`src/rtl/adc_rd_pkg.sv`:
```
package adc_rd_pkg;
  typedef enum logic [2:0] {
    RD_IDLE,
    RD_HIGH,
    RD_LOW,
    RD_DRAIN,
    RD_STBY
  } rd_state_e;
endpackage

```
`src/rtl/rd_sync.sv`:
```
module rd_sync #(
  parameter int STAGES  = 2,
  parameter bit RST_VAL = 1'b1
) (
  input  logic clk,
  input  logic rst,
  input  logic d_i,
  output logic q_o
);
  logic [STAGES-1:0] ff;

  always_ff @(posedge clk) begin
    if (rst) ff <= {STAGES{RST_VAL}};
    else     ff <= {ff[STAGES-2:0], d_i};
  end

  assign q_o = ff[STAGES-1];
endmodule

```
`src/rtl/rd_seq.sv`:
```
module rd_seq
  import adc_rd_pkg::*;
#(
  parameter int HALF_CYC = 20,
  parameter int NBITS    = 24
) (
  input  logic clk,
  input  logic rst,
  input  logic line_i,
  input  logic oneshot_i,
  input  logic shot_req_i,
  output logic sclk_o,
  output logic smp_o,
  output logic done_o
);
  localparam int NPULSE = NBITS + 1;
  localparam int PW     = $clog2(NPULSE + 1);
  localparam int TW     = $clog2(HALF_CYC + 1);
  localparam logic [TW-1:0] T_LAST = TW'(HALF_CYC - 1);
  localparam logic [TW-1:0] T_SMP  = TW'(HALF_CYC - 2);
  localparam logic [PW-1:0] P_LAST = PW'(NPULSE);
  localparam logic [PW-1:0] P_DATA = PW'(NBITS);

  rd_state_e       st;
  logic [TW-1:0]   tcnt;
  logic [PW-1:0]   pcnt;

  // bit taken one system clock before the next rising edge
  assign smp_o = (st == RD_LOW) && (tcnt == T_SMP) && (pcnt <= P_DATA);

  always_ff @(posedge clk) begin
    if (rst) begin
      st     <= RD_IDLE;
      sclk_o <= 1'b0;
      tcnt   <= '0;
      pcnt   <= '0;
      done_o <= 1'b0;
    end else begin
      done_o <= 1'b0;
      case (st)
        RD_IDLE: begin
          if (tcnt != T_LAST) tcnt <= tcnt + 1'b1;
          if (!line_i && tcnt == T_LAST) begin
            st     <= RD_HIGH;
            sclk_o <= 1'b1;
            tcnt   <= '0;
            pcnt   <= PW'(1);
          end
        end
        RD_HIGH: begin
          if (tcnt == T_LAST) begin
            if (pcnt == P_LAST && oneshot_i) begin
              st     <= RD_STBY;
              done_o <= 1'b1;
            end else begin
              st     <= RD_LOW;
              sclk_o <= 1'b0;
              tcnt   <= '0;
            end
          end else begin
            tcnt <= tcnt + 1'b1;
          end
        end
        RD_LOW: begin
          if (tcnt == T_LAST) begin
            if (pcnt == P_LAST) begin
              st     <= RD_DRAIN;
              done_o <= 1'b1;
            end else begin
              st     <= RD_HIGH;
              sclk_o <= 1'b1;
              tcnt   <= '0;
              pcnt   <= pcnt + 1'b1;
            end
          end else begin
            tcnt <= tcnt + 1'b1;
          end
        end
        RD_DRAIN: begin
          if (tcnt != T_LAST) tcnt <= tcnt + 1'b1;
          if (line_i) st <= RD_IDLE;
        end
        RD_STBY: begin
          if (!oneshot_i || shot_req_i) begin
            st     <= RD_DRAIN;
            sclk_o <= 1'b0;
            tcnt   <= '0;
          end
        end
        default: st <= RD_IDLE;
      endcase
    end
  end
endmodule

```
`src/rtl/rd_shift.sv`:
```
module rd_shift #(
  parameter int NBITS = 24
) (
  input  logic             clk,
  input  logic             rst,
  input  logic             smp_i,
  input  logic             bit_i,
  output logic [NBITS-1:0] data_o
);
  always_ff @(posedge clk) begin
    if (rst)        data_o <= '0;
    else if (smp_i) data_o <= {data_o[NBITS-2:0], bit_i};
  end
endmodule

```
`src/rtl/rd_settle.sv`:
```
module rd_settle #(
  parameter int NBITS = 24,
  parameter int SKIP  = 4
) (
  input  logic             clk,
  input  logic             rst,
  input  logic             discard_i,
  input  logic             done_i,
  input  logic [NBITS-1:0] data_i,
  output logic [NBITS-1:0] word_o,
  output logic             valid_o
);
  localparam int CW = $clog2(SKIP + 1);
  localparam logic [CW-1:0] C_LOAD = CW'(SKIP);

  logic [CW-1:0] left;

  always_ff @(posedge clk) begin
    if (rst) begin
      left    <= '0;
      word_o  <= '0;
      valid_o <= 1'b0;
    end else begin
      valid_o <= 1'b0;
      if (discard_i) begin
        left <= C_LOAD;
      end else if (done_i) begin
        if (left != '0) begin
          left <= left - 1'b1;
        end else begin
          word_o  <= data_i;
          valid_o <= 1'b1;
        end
      end
    end
  end
endmodule

```
`src/rtl/bridge_adc_reader.sv`:
```
module bridge_adc_reader #(
  parameter int CLK_MHZ     = 200,
  parameter int SCLK_MIN_NS = 100,
  parameter int NBITS       = 24,
  parameter int SKIP_READS  = 4,
  parameter int SYNC_STAGES = 2
) (
  input  logic             clk,
  input  logic             rst,
  input  logic             sdo_i,
  input  logic             oneshot_i,
  input  logic             shot_req_i,
  input  logic             discard_i,
  output logic             sclk_o,
  output logic [NBITS-1:0] word_o,
  output logic             valid_o
);
  localparam int HALF_RAW = (SCLK_MIN_NS * CLK_MHZ + 999) / 1000;
  localparam int HALF_CYC = (HALF_RAW < 2) ? 2 : HALF_RAW;

  logic             line_s;
  logic             smp;
  logic             done;
  logic [NBITS-1:0] shreg;

  rd_sync #(.STAGES(SYNC_STAGES), .RST_VAL(1'b1)) i_sync (
    .clk(clk), .rst(rst), .d_i(sdo_i), .q_o(line_s)
  );

  rd_seq #(.HALF_CYC(HALF_CYC), .NBITS(NBITS)) i_seq (
    .clk(clk), .rst(rst), .line_i(line_s), .oneshot_i(oneshot_i),
    .shot_req_i(shot_req_i), .sclk_o(sclk_o), .smp_o(smp), .done_o(done)
  );

  rd_shift #(.NBITS(NBITS)) i_shift (
    .clk(clk), .rst(rst), .smp_i(smp), .bit_i(line_s), .data_o(shreg)
  );

  rd_settle #(.NBITS(NBITS), .SKIP(SKIP_READS)) i_settle (
    .clk(clk), .rst(rst), .discard_i(discard_i), .done_i(done),
    .data_i(shreg), .word_o(word_o), .valid_o(valid_o)
  );
endmodule

```
`config.mk`:
```
export PLATFORM = sky130hd
export DESIGN_NAME = bridge_adc_reader
export DESIGN_NICKNAME = d
export VERILOG_FILES = /design/src/rtl/adc_rd_pkg.sv /design/src/rtl/rd_sync.sv /design/src/rtl/rd_seq.sv /design/src/rtl/rd_shift.sv /design/src/rtl/rd_settle.sv /design/src/rtl/bridge_adc_reader.sv
export SDC_FILE = /design/constraint.sdc
export NUM_CORES = 1
export LEC_CHECK = 0
export ABC_AREA = 1
export BUFFER_PORTS_ARGS = -buffer_cell sky130_fd_sc_hd__buf_2
export CAP_MARGIN = 40
export CELL_PAD_IN_SITES_DETAIL_PLACEMENT = 1
export CELL_PAD_IN_SITES_GLOBAL_PLACEMENT = 1
export CORE_MARGIN = 5
export CORE_UTILIZATION = 43
export DETAILED_ROUTE_END_ITERATION = 8
export GPL_TIMING_DRIVEN = 0
export PLACE_DENSITY_LB_ADDON = 0.1
export SLEW_MARGIN = 15
export SYNTH_ARGS = -nofsm -noshare
export SYNTH_HDL_FRONTEND = slang
export SYNTH_SLANG_ARGS = --single-unit
```
`constraint.sdc`:
```
create_clock -name clk -period 1.8 [get_ports clk]
set_clock_uncertainty 0.15 [all_clocks]
set_input_delay 0.09 -clock clk [delete_from_list [all_inputs] [get_ports clk]]
set_output_delay 0.09 -clock clk [all_outputs]
set_load 0.02 [all_outputs]
```
# Word-level counts from Yosys, hierarchy flattened
# Cells that the tools add are included.
totals:
  ff_bits: 69
classes:
  add_sub_neg: 3
  order_cmp: 1
  eq_ne: 17
  n_mux: 36
  bitwise_logic: 3
  reduce_logical: 23
op_table:
  columns: ["op", "n"]
  rows:
  - ["5-bit two-way mux", 10]
  - ["3-bit two-way mux", 9]
  - ["5-bit one-hot mux with 5 select lines", 1]
  - ["5-bit == test, second input constant", 3]
  - ["3-bit one-hot mux with 5 select lines", 1]
  - ["1-bit two-way mux", 11]
  - ["5-bit by 1-bit adder with 5-bit output, second input constant", 2]
  - ["5-bit one-hot mux with 2 select lines", 1]
  - ["2-bit != test, second input constant", 4]
  - ["4-bit AND reduction", 2]
  - ["7-bit AND reduction", 1]
  - ["3-bit by 2-bit == test with 1-bit output, second input constant", 2]
  - ["2-bit by 1-bit != test with 1-bit output, second input constant", 3]
  - ["3-bit != test, second input constant", 2]
  - ["2-bit nonzero test", 3]
  - ["5-bit <= comparator, second input constant", 1]
  - ["5-bit != test, second input constant", 1]
  - ["5-bit AND reduction", 1]
  - ["5-bit nonzero test", 1]
  - ["1-bit logical AND", 4]
  - ["1-bit one-hot mux with 4 select lines", 1]
  - ["2-bit AND reduction", 2]
  - ["4-bit nonzero test", 1]
  - ["3-bit by 1-bit == test with 1-bit output, second input constant", 1]
  - ["12 further kinds", 15]

# Depth between registers and ports, before layout
logic_depth:
  word_depth: 5
  mapped_depth: 11
  depth_no_buf: 11

# Modules after synthesis
# Synthesis repeated with hierarchy kept, for this count alone.
hier_totals:
  cells_unflattened: 479
  hier_area_um2: 3228.1
by_module_without_submodules:
  columns: ["module", "instances", "cells_per_inst", "area_each_um2", "seq_area_each_um2"]
  rows:
  - ["rd_seq", 1, 185, 1129.8, 300.3]
  - ["rd_settle", 1, 135, 1054.8, 560.5]
  - ["rd_shift", 1, 152, 984.7, 480.5]
  - ["rd_sync", 1, 7, 58.8, 40.0]

# Worst setup path after synthesis
# Ideal clock, no wire load.
synth_timing:
  path_kind: "register to register"
  startpoint: "reg i_seq.tcnt[1]"
  endpoint: "reg i_seq.tcnt[0]"
  setup_ps: 113
  arrival_ps: 1394
  required_ps: 1537
  path_slack_ps: 144
  stages_incl_launch_ff: 9
  synth_period_minus_slack_ps: 1656
  cell_sequence: "dfxtp_1 > ha_1 > nand3_4 > ha_1 > nor2_1 > a21oi_1 > o21ai_1 > nor2_1 > nor2_1"
synth_via:
  elab_chain_len: 4
synth_rtl:
  columns: ["element", "line", "source"]
  rows:
  - ["start, declared", "rd_seq.sv:25", "logic [TW-1:0] tcnt;"]
  - ["start signal, assigned", "rd_seq.sv:42", "if (tcnt != T_LAST) tcnt <= tcnt + 1'b1;"]
  - ["start signal, assigned", "rd_seq.sv:61", "tcnt <= tcnt + 1'b1;"]
  - ["start signal, assigned", "rd_seq.sv:76", "tcnt <= tcnt + 1'b1;"]
  - ["5-bit != test or 5-bit == test (tied branches)", null, null]
  - ["5-bit two-way mux or 1-bit logical AND (tied branches)", null, null]
  - ["5-bit two-way mux", "rd_seq.sv:43", "if (!line_i && tcnt == T_LAST) begin"]
  - ["5-bit one-hot mux with 5 select lines", "rd_seq.sv:40", "case (st)"]
# Parallel ways exist; a longest one is shown, timed or not.
# A chain may end at the register's enable or synchronous reset.

# Worst setup path in the final report
# Ends and elaborated chain as after synthesis.

==> results.txt <==
- FFs w/ async S/R, synth: 0%
- Largest fanout on the critical path: 8
- Register bit total from synthesis: between 60 and 70
- Critical path capture point type: flip-flop
- Vias per cell: about 5.0
- Wire length of the first global-routing pass: between 10,000 and 15,000 um
- In the global route stage, overall resource usage came out at between 10% and 20%.
- The first routing iteration left 85 violations.
* Synthesized instance count: between 300 and 400
- Number of top-level design ports: 32
- Most congested layer reported by global routing: met2
- Number of iterations in the first detailed-routing pass: 4
* Area fraction in compound gates after synthesis: 19.6%
- Of the synthesized area, sequential elements account for 44.7%.
* Antenna diode count: 0
* Number of H-tree levels: 3
- Min cycle time layout: approximately 1.7 ns
- Post-synthesis share of cell area spent on full adders, half adders and majority gates: under 10%
* Sum Neg Setup Slack: 0 ns
* Final Power: approximately 4.1 mW
* Placeable Area: 7140 um2
* DIE AREA: 8990 um2
- Synthesized Nets: roughly 410
- Relative to the synthesized area, the layout overhead comes to 20.8%.
* Reported max-cap violation count: 0
- Number of CTS-inserted buffers: 9
* Most area-consuming cells after synthesis: sky130_fd_sc_hd__dfxtp_1 45%, sky130_fd_sc_hd__a21oi_1 6.5%, sky130_fd_sc_hd__nand2_1 6.4%
- Count of synthesis-stage warnings from yosys: 0
- Hold violation total from the final report: 0
* GRT met1 Usage: about 23%
- Post-synthesis mux area share: 0%
- Worst path arrival time: about 1.8 ns
* Die X: about 95 um
- After synthesis, the mean cell area works out to around 7.9 um2.
- Xor/xnor share of the synthesized area: less than 1%
* Fmax: approximately 580 MHz
* Number of rows created at floorplan: 31
- Number of nets in the finished design: 459
- Die Y: approximately 95 um
- The number of global-route vias before repair came to between 2,000 and 3,000.
* Biggest area consumer among synthesized cells: sky130_fd_sc_hd__dfxtp_1
- Entering global routing, the biggest net connects 13 pins.
* Met3 Use GR: around 2.8%
- Summing over every cut layer, the via total after detailed routing is between 2,000 and 3,000.
- Count of flip-flops with a built-in enable after synthesis: 0
- After synthesis, the netlist uses 31 different library cells.
- Post-detailed-placement half-perimeter wirelength: approximately 5600 um
- At the end of routability-driven placement, the weighted congestion stood at 0.815.
- Clock edge transition at the registers on the reported setup and hold paths: roughly 0.08 ns
- For this run, design rule violations remaining after detail routing come to 0.
* Status: completed
- Antenna violations before repair: 0
* Leakage power of the design: between 1.5 and 2 nW
* Post-synthesis cell area: just over 3000 um2
- Fin crit share: 95.9%
* Simple-gate portion of the synthesized area: approximately 23%
* Routed Wire Length: a little under 8000 um
- Maximum number of buffers from clock root to sink: 2
- The share of synthesized area in the top cell type comes to ~45%.
- Post-synth top flop: sky130_fd_sc_hd__dfxtp_1
* Clock network latency to the later pin of the worst-skew pair: roughly 0.34 ns
* Largest family of logic cells by synthesized area: simple AND/OR/NAND/NOR gates
- Summing all non-filler instances in the final layout gives an area of 3730 um2.
* Final-report max-slew violation count: 0
- During placement, the flow inserted port buffers numbering 31.
* Number of clock sinks: just under 70
- Transition at the pin with the smallest max-transition slack: ~0.48 ns
- For met2 alone, demand over resource in global routing was approximately a third.
- TritonCTS built the clock tree.
- For the worst setup path, the data required time is between 1.5 and 2 ns.
- After detailed routing, the average wire length per cell comes to 14.2 um.
* Class of the worst hold path: primary input to flip-flop
- Final count of negative-setup-slack endpoints: 0
- Once placement finished, the instance area stood at 3370 um2.
* Post-DRT Antenna Nets: 0
- Hold_ws: around 0.22 ns
- Root buffer cell: sky130_fd_sc_hd__clkbuf_8
- In this run the power density over the cells is about 1100 nW/um2.
- Setup Slack @ Placement: -0.123 ns
* Kind of start point of the critical path: flip-flop
- RSZ-0062 raised after global routing: yes
- Relative max-transition margin: 68.0%
- The worst setup path is of the flip-flop to flip-flop kind.
- Initial core utilization: a little over two fifths
- The worst path meets setup with 0.0735 ns of slack.
- Worst IR drop on VDD: between 0.4 and 0.5 mV
- Share of layout cells above drive strength 1: roughly a quarter
* Total gr overflow: 0
==> worst max-delay path, stage by stage, from the launching register on <==
cell and delay [ns]:
sky130_fd_sc_hd__dfxtp_2 0.40, sky130_fd_sc_hd__ha_4 0.20, sky130_fd_sc_hd__nand3_4 0.15, sky130_fd_sc_hd__ha_1 0.34, sky130_fd_sc_hd__nor2_1 0.05, sky130_fd_sc_hd__a21oi_1 0.11
sky130_fd_sc_hd__o21ai_1 0.09, sky130_fd_sc_hd__nor2_1 0.09, sky130_fd_sc_hd__nor2_1 0.05
==> power breakdown <==
group | internal [mW] | switching [mW]
combinational | 0.385 | 0.715
clock | 0.675 | 0.613
sequential | 1.62 | 0.116
==> layout make-up <==
class,instances,area [um2]
fillers,933,3400
repair buffers,41,243
well taps,99,124
clock buffers,10,138
clock inverters,6,61.3
plain buffers,15,98.8
flip-flops and latches,69,1390
multi-input cells,262,1500
inverters,47,180
==> sequential cells by signal, indices dropped and copies added (netlist names) <==
name	cells
i_sync.ff	2
i_shift.data_o	24
i_seq.tcnt	5
i_seq.st	3
i_seq.sclk_o	1
i_settle.word_o	24
i_seq.pcnt	5
i_settle.left	3
i_seq.done_o	1
i_settle.valid_o	1
==> final timing paths <==
| kind | cells past startpoint | endpoint | slack [ns] | from |
|---|---|---|---|---|
| hold / removal | 7 | i_seq.sclk_o$_SDFFE_PP0P_ | 0.22 | shot_req_i |
| setup / recovery | 8 | i_seq.tcnt[0]$_SDFFE_PP0P_ | 0.07 | i_seq.tcnt[1]$_SDFFE_PP0P_ |
| hold reg to reg | 1 | i_sync.ff[1]$_SDFF_PP1_ | 0.27 | i_sync.ff[0]$_SDFF_PP1_ |
| setup reg to reg | 8 | i_seq.tcnt[0]$_SDFFE_PP0P_ | 0.07 | i_seq.tcnt[1]$_SDFFE_PP0P_ |
==> repair_timing <==
action                                  CTS  global route
cloned                                    0             0
gates resized for setup                   9            16
pin swaps                                 0             4
setup buffers                             0             5
endpoints found under the setup margin   52            52
hold endpoints to repair                  8             0
hold buffers                              5             0
==> cell usage in the layout (no fill, tap or decap), types with 2 or more instances in the layout <==
cell type / netlist / layout
sky130_fd_sc_hd__o21ai_1: 16 / 16
sky130_fd_sc_hd__nor2_1: 39 / 38
sky130_fd_sc_hd__dfxtp_1: 69 / 65
sky130_fd_sc_hd__nand4_1: 2 / 2
sky130_fd_sc_hd__nand2_2: 3 / 2
sky130_fd_sc_hd__xor2_1: 3 / 3
sky130_fd_sc_hd__clkbuf_8: 0 / 10
sky130_fd_sc_hd__ha_1: 8 / 7
sky130_fd_sc_hd__dlygate4sd3_1: 0 / 5
sky130_fd_sc_hd__nand3_1: 31 / 28
sky130_fd_sc_hd__buf_2: 2 / 32
sky130_fd_sc_hd__clkbuf_2: 0 / 3
sky130_fd_sc_hd__nand3_2: 1 / 3
sky130_fd_sc_hd__or2_2: 2 / 2
sky130_fd_sc_hd__clkbuf_1: 9 / 5
sky130_fd_sc_hd__nor3_4: 1 / 2
sky130_fd_sc_hd__buf_6: 4 / 4
sky130_fd_sc_hd__o21ai_2: 3 / 3
sky130_fd_sc_hd__inv_1: 41 / 40
sky130_fd_sc_hd__clkinv_2: 0 / 3
sky130_fd_sc_hd__dfxtp_2: 0 / 4
sky130_fd_sc_hd__nor2_4: 2 / 4
sky130_fd_sc_hd__clkinvlp_4: 0 / 2
sky130_fd_sc_hd__o21ai_0: 29 / 29
sky130_fd_sc_hd__a21oi_1: 40 / 40
sky130_fd_sc_hd__buf_4: 0 / 6
sky130_fd_sc_hd__a21oi_2: 16 / 16
sky130_fd_sc_hd__inv_2: 5 / 6
sky130_fd_sc_hd__nand2_4: 4 / 5
sky130_fd_sc_hd__nand2_1: 53 / 53
sky130_fd_sc_hd__nand3_4: 1 / 2
==> per-stage QoR <==
| step | utilization (%) | std cells |
|---|---|---|
| 3_5_place_dp | 47.2 | 523 |
| 4_1_cts | 51.2 | 544 |
| 5_1_grt | 52.3 | 549 |
| 2_1_floorplan | - | 393 |
| 6_report | 52.3 | 549 |
| 3_3_place_gp | 47.2 | 523 |
==> routing by layer <==
metal | share of wire [%] | vias up
met5 | 0 | -
met4 | 1.4 | 0
met3 | 1.5 | 12
met2 | 51 | 27
met1 | 46 | 1304
li1 | - | 1386
==> synth_stat cells (2+ instances only) <==
cell and number:
sky130_fd_sc_hd__nor2_1 39, sky130_fd_sc_hd__a21oi_1 40, sky130_fd_sc_hd__o21ai_0 29, sky130_fd_sc_hd__nand4_1 2
sky130_fd_sc_hd__nor2_2 2, sky130_fd_sc_hd__xor2_1 3, sky130_fd_sc_hd__or2_2 2, sky130_fd_sc_hd__ha_1 8
sky130_fd_sc_hd__nand2_4 4, sky130_fd_sc_hd__a21oi_2 16, sky130_fd_sc_hd__nor3_2 2, sky130_fd_sc_hd__buf_2 2
sky130_fd_sc_hd__inv_2 5, sky130_fd_sc_hd__o21ai_1 16, sky130_fd_sc_hd__nand2_1 53, sky130_fd_sc_hd__clkbuf_1 9
sky130_fd_sc_hd__nand3_1 31, sky130_fd_sc_hd__nor2_4 2, sky130_fd_sc_hd__buf_6 4, sky130_fd_sc_hd__nand2_2 3
sky130_fd_sc_hd__inv_1 41, sky130_fd_sc_hd__dfxtp_1 69, sky130_fd_sc_hd__o21ai_2 3
==> cells by family (layout without fill, tap and decap cells) <==
group / Yosys count / after routing
AOI/OAI and AO/OA: 106 / 106
xor gates and xnor gates: 3 / 3
DFF: 69 / 69
adders and majority gates: 8 / 8
buffers and inverters: 62 / 119
and+or+nand+nor: 145 / 145
Note: power is estimated with default switching activity, not from simulation.
